`config.mk`:
```
export PLATFORM = sky130hd
export DESIGN_NAME = uart_txq
export DESIGN_NICKNAME = d
export VERILOG_FILES = /design/src/rtl/uart_txq_pkg.sv /design/src/rtl/uart_txq_store.sv /design/src/rtl/uart_txq_ctrl.sv /design/src/rtl/uart_txq.sv
export SDC_FILE = /design/constraint.sdc
export NUM_CORES = 1
export LEC_CHECK = 0
export ABC_CLOCK_PERIOD_IN_PS = 8400
export BUFFER_PORTS_ARGS = -buffer_cell sky130_fd_sc_hd__buf_2
export CORE_UTILIZATION = 40
export CTS_BUF_LIST = sky130_fd_sc_hd__clkbuf_4 sky130_fd_sc_hd__clkbuf_8 sky130_fd_sc_hd__clkbuf_16
export CTS_CLUSTER_SIZE = 12
export DETAILED_ROUTE_END_ITERATION = 10
export SKIP_CTS_REPAIR_TIMING = 1
export SLEW_MARGIN = 40
export SYNTH_ARGS = -nofsm -noshare
export SYNTH_HDL_FRONTEND = slang
export SYNTH_SLANG_ARGS = --single-unit
```
`constraint.sdc`:
```
create_clock -name clk -period 8.4 [get_ports clk]
set_input_delay 1.68 -clock clk [delete_from_list [all_inputs] [get_ports clk]]
set_output_delay 1.68 -clock clk [all_outputs]
set_load 0.01 [all_outputs]
```
`src/rtl/uart_txq_pkg.sv`:
```
package uart_txq_pkg;

    typedef struct packed {
        logic wm_set;
        logic wm_clr;
        logic drained;
        logic ovf;
    } txq_evt_t;

    localparam int unsigned BYTE_W  = 8;
    localparam int unsigned FIELD_W = 5;

endpackage

```
`src/rtl/uart_txq_store.sv`:
```
module uart_txq_store #(
    parameter int unsigned DEPTH = 32,
    parameter int unsigned DW    = 8,
    localparam int unsigned AW   = (DEPTH > 1) ? $clog2(DEPTH) : 1
) (
    input  logic          clk,
    input  logic          we,
    input  logic [AW-1:0] waddr,
    input  logic [DW-1:0] wdata,
    input  logic [AW-1:0] raddr,
    output logic [DW-1:0] rdata
);

    logic [DW-1:0] cells_q [DEPTH];

    always_ff @(posedge clk) begin
        if (we) begin
            cells_q[waddr] <= wdata;
        end
    end

    assign rdata = cells_q[raddr];

endmodule

```
`src/rtl/uart_txq_ctrl.sv`:
```
module uart_txq_ctrl
    import uart_txq_pkg::*;
#(
    parameter int unsigned DEPTH = 32,
    localparam int unsigned AW   = (DEPTH > 1) ? $clog2(DEPTH) : 1,
    localparam int unsigned LW   = $clog2(DEPTH + 1)
) (
    input  logic          clk,
    input  logic          rst_n,
    input  logic          wr_en,
    input  logic          flush_req,
    input  logic [LW-1:0] thresh,
    input  logic          tx_en,
    input  logic          out_ready,
    output logic          push,
    output logic [AW-1:0] wptr,
    output logic [AW-1:0] rptr,
    output logic [LW-1:0] level,
    output logic          out_valid,
    output txq_evt_t      evt
);

    localparam logic [LW-1:0] FULL_LVL = LW'(DEPTH);
    localparam logic [AW-1:0] LAST_PTR = AW'(DEPTH - 1);

    typedef struct packed {
        logic [AW-1:0] wptr;
        logic [AW-1:0] rptr;
        logic [LW-1:0] level;
        txq_evt_t      evt;
    } ctrl_state_t;

    ctrl_state_t st_d, st_q;
    logic        pop;
    logic        is_full;

    function automatic logic [AW-1:0] next_ptr(input logic [AW-1:0] p);
        return (p == LAST_PTR) ? '0 : p + AW'(1);
    endfunction

    assign is_full   = (st_q.level == FULL_LVL);
    assign out_valid = tx_en && (st_q.level != '0);
    assign pop       = out_valid && out_ready && !flush_req;
    assign push      = wr_en && !is_full && !flush_req;

    always_comb begin
        st_d     = st_q;
        st_d.evt = '0;
        if (flush_req) begin
            st_d.wptr       = '0;
            st_d.rptr       = '0;
            st_d.level      = '0;
            st_d.evt.wm_clr = 1'b1;
        end else begin
            st_d.evt.ovf = wr_en && is_full;
            if (push) begin
                st_d.wptr = next_ptr(st_q.wptr);
            end
            if (pop) begin
                st_d.rptr = next_ptr(st_q.rptr);
            end
            if (push && !pop) begin
                st_d.level      = st_q.level + LW'(1);
                st_d.evt.wm_set = (st_d.level >= thresh);
            end else if (pop && !push) begin
                st_d.level       = st_q.level - LW'(1);
                st_d.evt.wm_clr  = (st_d.level < thresh) || (st_d.level == '0);
                st_d.evt.drained = (st_d.level == '0);
            end
        end
    end

    always_ff @(posedge clk or negedge rst_n) begin
        if (!rst_n) begin
            st_q <= '0;
        end else begin
            st_q <= st_d;
        end
    end

    assign wptr  = st_q.wptr;
    assign rptr  = st_q.rptr;
    assign level = st_q.level;
    assign evt   = st_q.evt;

endmodule

```
`src/rtl/uart_txq.sv`:
```
module uart_txq
    import uart_txq_pkg::*;
#(
    parameter int unsigned DEPTH = 32,
    localparam int unsigned AW   = (DEPTH > 1) ? $clog2(DEPTH) : 1,
    localparam int unsigned LW   = $clog2(DEPTH + 1)
) (
    input  logic               clk,
    input  logic               rst_n,
    input  logic               wr_en,
    input  logic [BYTE_W-1:0]  wr_data,
    input  logic               flush_req,
    input  logic [LW-1:0]      thresh,
    input  logic               tx_en,
    output logic               out_valid,
    output logic [BYTE_W-1:0]  out_data,
    input  logic               out_ready,
    output logic               full,
    output logic               empty,
    output logic [FIELD_W-1:0] lvl_field,
    output logic               wm_set_evt,
    output logic               wm_clr_evt,
    output logic               drained_evt,
    output logic               ovf_evt
);

    logic          push;
    logic [AW-1:0] wptr;
    logic [AW-1:0] rptr;
    logic [LW-1:0] cur_level;
    txq_evt_t      evt;

    uart_txq_ctrl #(.DEPTH(DEPTH)) u_ctrl (
        .clk       (clk),
        .rst_n     (rst_n),
        .wr_en     (wr_en),
        .flush_req (flush_req),
        .thresh    (thresh),
        .tx_en     (tx_en),
        .out_ready (out_ready),
        .push      (push),
        .wptr      (wptr),
        .rptr      (rptr),
        .level     (cur_level),
        .out_valid (out_valid),
        .evt       (evt)
    );

    uart_txq_store #(.DEPTH(DEPTH), .DW(BYTE_W)) u_store (
        .clk   (clk),
        .we    (push),
        .waddr (wptr),
        .wdata (wr_data),
        .raddr (rptr),
        .rdata (out_data)
    );

    assign full        = (cur_level == LW'(DEPTH));
    assign empty       = (cur_level == '0);
    assign lvl_field   = cur_level[FIELD_W-1:0];
    assign wm_set_evt  = evt.wm_set;
    assign wm_clr_evt  = evt.wm_clr;
    assign drained_evt = evt.drained;
    assign ovf_evt     = evt.ovf;

endmodule

```
==> impl_metrics.csv <==
group,metric,value,unit
outcome,run_status,"complete, no violations",
yosys,async_flop_share,7.25,%
grt,met2_usage,27.9,%
timing,timing.final.ws_setup,3.24,ns
grt,antenna_found_initial,0,
clock_tree,path_clk_slew,0.06,ns
route,avgRoutedWirePerCell,23.6,µm
timing,finalSetupTns,0,ns
grt,overflow,0,
setup_path,cp_max_fo,45,
grt,grtUsageMet1,23.9,%
placement,place_hpwl,14900,µm
placement,dp_cells,981,
route,ant_nets,0,
finish,num-fill-cells,2371,
yosys,synth_edf_count,256,
clock_tree,cts_root_buf,"clkbuf_16",
floorplan,die_h,171,µm
setup_path,timing.critical_path.arrival,3.48,ns
grt,grt_pass1_vias,5879,
timing,skew,0.00955,ns
setup_path,startpoint_type,"register",
floorplan,die_x,171,µm
yosys,syn_nets,637,
floorplan,fp.coreArea,27900,µm²
finish,areaGrowthSynthToFinish,12.9,%
timing,fmax,194,MHz
finish,final_cells,1026,
timing,final.min_clock_period,5.16,ns
power_and_ir_drop,leakage,4.14,nW
placement,dpl-instance-area,12000,µm²
setup_path,worstPathRequired,6.72,ns
timing,slew_headroom,45.9,%
timing,final_max_slew_viol_count,0,
power_and_ir_drop,power.total,3.18,mW
floorplan,rows,61,
setup_path,cp.buffers_inverters,2,
setup_path,crit_top_cell,"mux4_2",
grt,grt_use_met3,3.40,%
yosys,ys_top_cells_by_area,"edfxtp_1, mux4_2, dfrtp_1, ha_1, nor2_1",
placement,post-place-ws,3.69,ns
yosys,synth_ff_type,"edfxtp_1",
finish,seqCellArea,8190,µm²
finish,stdcell_area,12900,µm²
setup_path,cp_slowest_cell,"dfrtp_4",
grt,track_usage,17.2,%
yosys,ys_ff_latch,276,
grt,grt_busiest_layer,"met2",
setup_path,cp_cell_sequence,"buf_6 -> mux4_2 -> mux4_2 -> mux2_2 -> buf_2",
yosys,synthDistinctLibCells,47,
power_and_ir_drop,powerDensity,247,nW/µm²
route,vias,5630,
route,drt_wl_total,24200,µm
route,drc,0,
finish,layout_common_cells,"edfxtp_1, mux4_2, buf_2",
clock_tree,cts_max_level,1,
worst_hold_path,min_from,"u_ctrl.wptr[1]$_DFFE_PN0P_",
yosys,yosysTopAreaCell,"edfxtp_1",
setup_path,cp_top_family,"multiplexers",
yosys,ys.warnings.count,0,
timing,tightest_slew,0.811,ns
yosys,seq_area_frac_synth,71.6,%
floorplan,start_util,41.0,%
clock_tree,cts.sinks,276,
clock_tree,cts.path.max_buffers,3,
yosys,netlist_instances,595,
clock_tree,cts_buffers,29,
power_and_ir_drop,ir_drop,0.163,mV
route,viasPerCell,5.49,
setup_path,critPathKind,"reg2out",
placement,portBuffers,39,
setup_path,cp-startpoint,"u_ctrl.rptr[0]$_DFFE_PN0P_",
finish,drive_gt1_share,30.9,%
route,dr.pass1.iters,5,
timing,whs,0.635,ns
timing,min_period_over_period,61.5,%
finish,multi_input_area,3060,µm²
finish,fin_util,46.2,%
yosys,synth_top_area_share,67.2,%
worst_hold_path,holdCritPathClass,"reg2reg",
clock_tree,clkLatencyLatePin,0.53,ns
finish,n_antenna_cell,0,
flow_run,drv_cap,0,
grt,grt_pass1_wl,36500,µm
timing,hold_viol,0,
setup_path,crit_path_end_kind,"primary output",
placement,gp_congestion,0.773,
route,drt_iter0_drc,614,
finish,nets,676,
timing,rsz0062_at_grt,"no",
setup_path,rr_startpoint,"u_ctrl.level[0]$_DFFE_PN0P_",
clock_tree,cts_tree,"built",
yosys,netlist_area,11400,µm²
grt,grt_max_degree,54,
finish,final_common_cell,"edfxtp_1",
yosys,synth.avg_cell_area,19.2,µm²
floorplan,die_area,29300,µm²
setup_path,max_stage_delay,0.72,ns
timing,setup_viol_count_final,0,
floorplan,io_pins,40,
-- final cells by class --
cell class	instances	area share, %
Timing Repair Buffer	42	1.71
Multi-Input combinational cell	264	23.7
Inverter	21	0.610
Clock inverter	10	0.940
Tap cell	378	3.66
Sequential cell	276	63.4
Clock buffer	35	5.97
-- flip-flops by register name (all words and copies together) (netlist names) --
signal	count
u_store.cells_q	256
u_ctrl.level	6
u_ctrl.rptr	5
u_ctrl.wptr	5
u_ctrl.evt	4
-- power by group --
| part | switching (mW) | total [mW] | leakage [nW] | internal (mW) |
|---|---|---|---|---|
| Sequential | 0.0402 | 1.56 | 2.57 | 1.52 |
| Combinational | 0.218 | 0.405 | 1.12 | 0.186 |
| Clock | 0.487 | 1.22 | 0.448 | 0.733 |
| Total | 0.746 | 3.18 | 4.14 | 2.44 |
-- logic make-up after synthesis --
logic type	count (synthesis)	synth area share, %
DFF	276	71.6
and+or+nand+nor	97	4.07
muxes	89	16.6
buffers and inverters	55	2.20
AOI/OAI and AO/OA	48	2.53
adders and majority gates	22	2.41
xor gates and xnor gates	8	0.612
-- cells in the mapped netlist (all sizes together) (3+ instances only) --
library cell	n
or3	3
a21o	3
nand2	13
nor3	6
inv	20
mux4	80
o21ai	10
nand3	8
mux2	8
xnor2	7
a31oi	4
buf	18
a22oi	3
a21oi	19
dfrtp	20
ha	22
and3	4
clkbuf	16
edfxtp	256
nand3b	4
nor2	47
-- path summary, 6_finish.rpt --
path / cells after the start / endpoint / slack [ns]
worst min-delay path: 2 / u_ctrl.wptr[1]$_DFFE_PN0P_ / 0.63
worst max register to register: 6 / u_store.cells_q[24][1]$_DFFE_PP_ / 5.22
worst max-delay path: 5 / out_data[0] / 3.24
worst min register to register: 2 / u_ctrl.wptr[1]$_DFFE_PN0P_ / 0.63
min in group asynchronous: 1 / u_ctrl.evt[1]$_DFF_PN0_ / 1.10
max in group asynchronous: 1 / u_ctrl.rptr[0]$_DFFE_PN0P_ / 6.92
-- worst reg2reg max path, cell delays in order (launching register included) --
cell	delay [ns]
dfrtp_1	0.51
inv_1	0.13
ha_1	0.22
nor4b_2	0.19
a21oi_1	0.56
nand2_1	0.46
nor2_1	0.73
-- per-layer routing --
layer	share of wire, %	vias to the layer above
li1	-	2477
met1	44	2934
met2	48	188
met3	6.5	31
met4	1.9	0
met5	0	-
No activity file was read; power rests on OpenSTA's default activity.
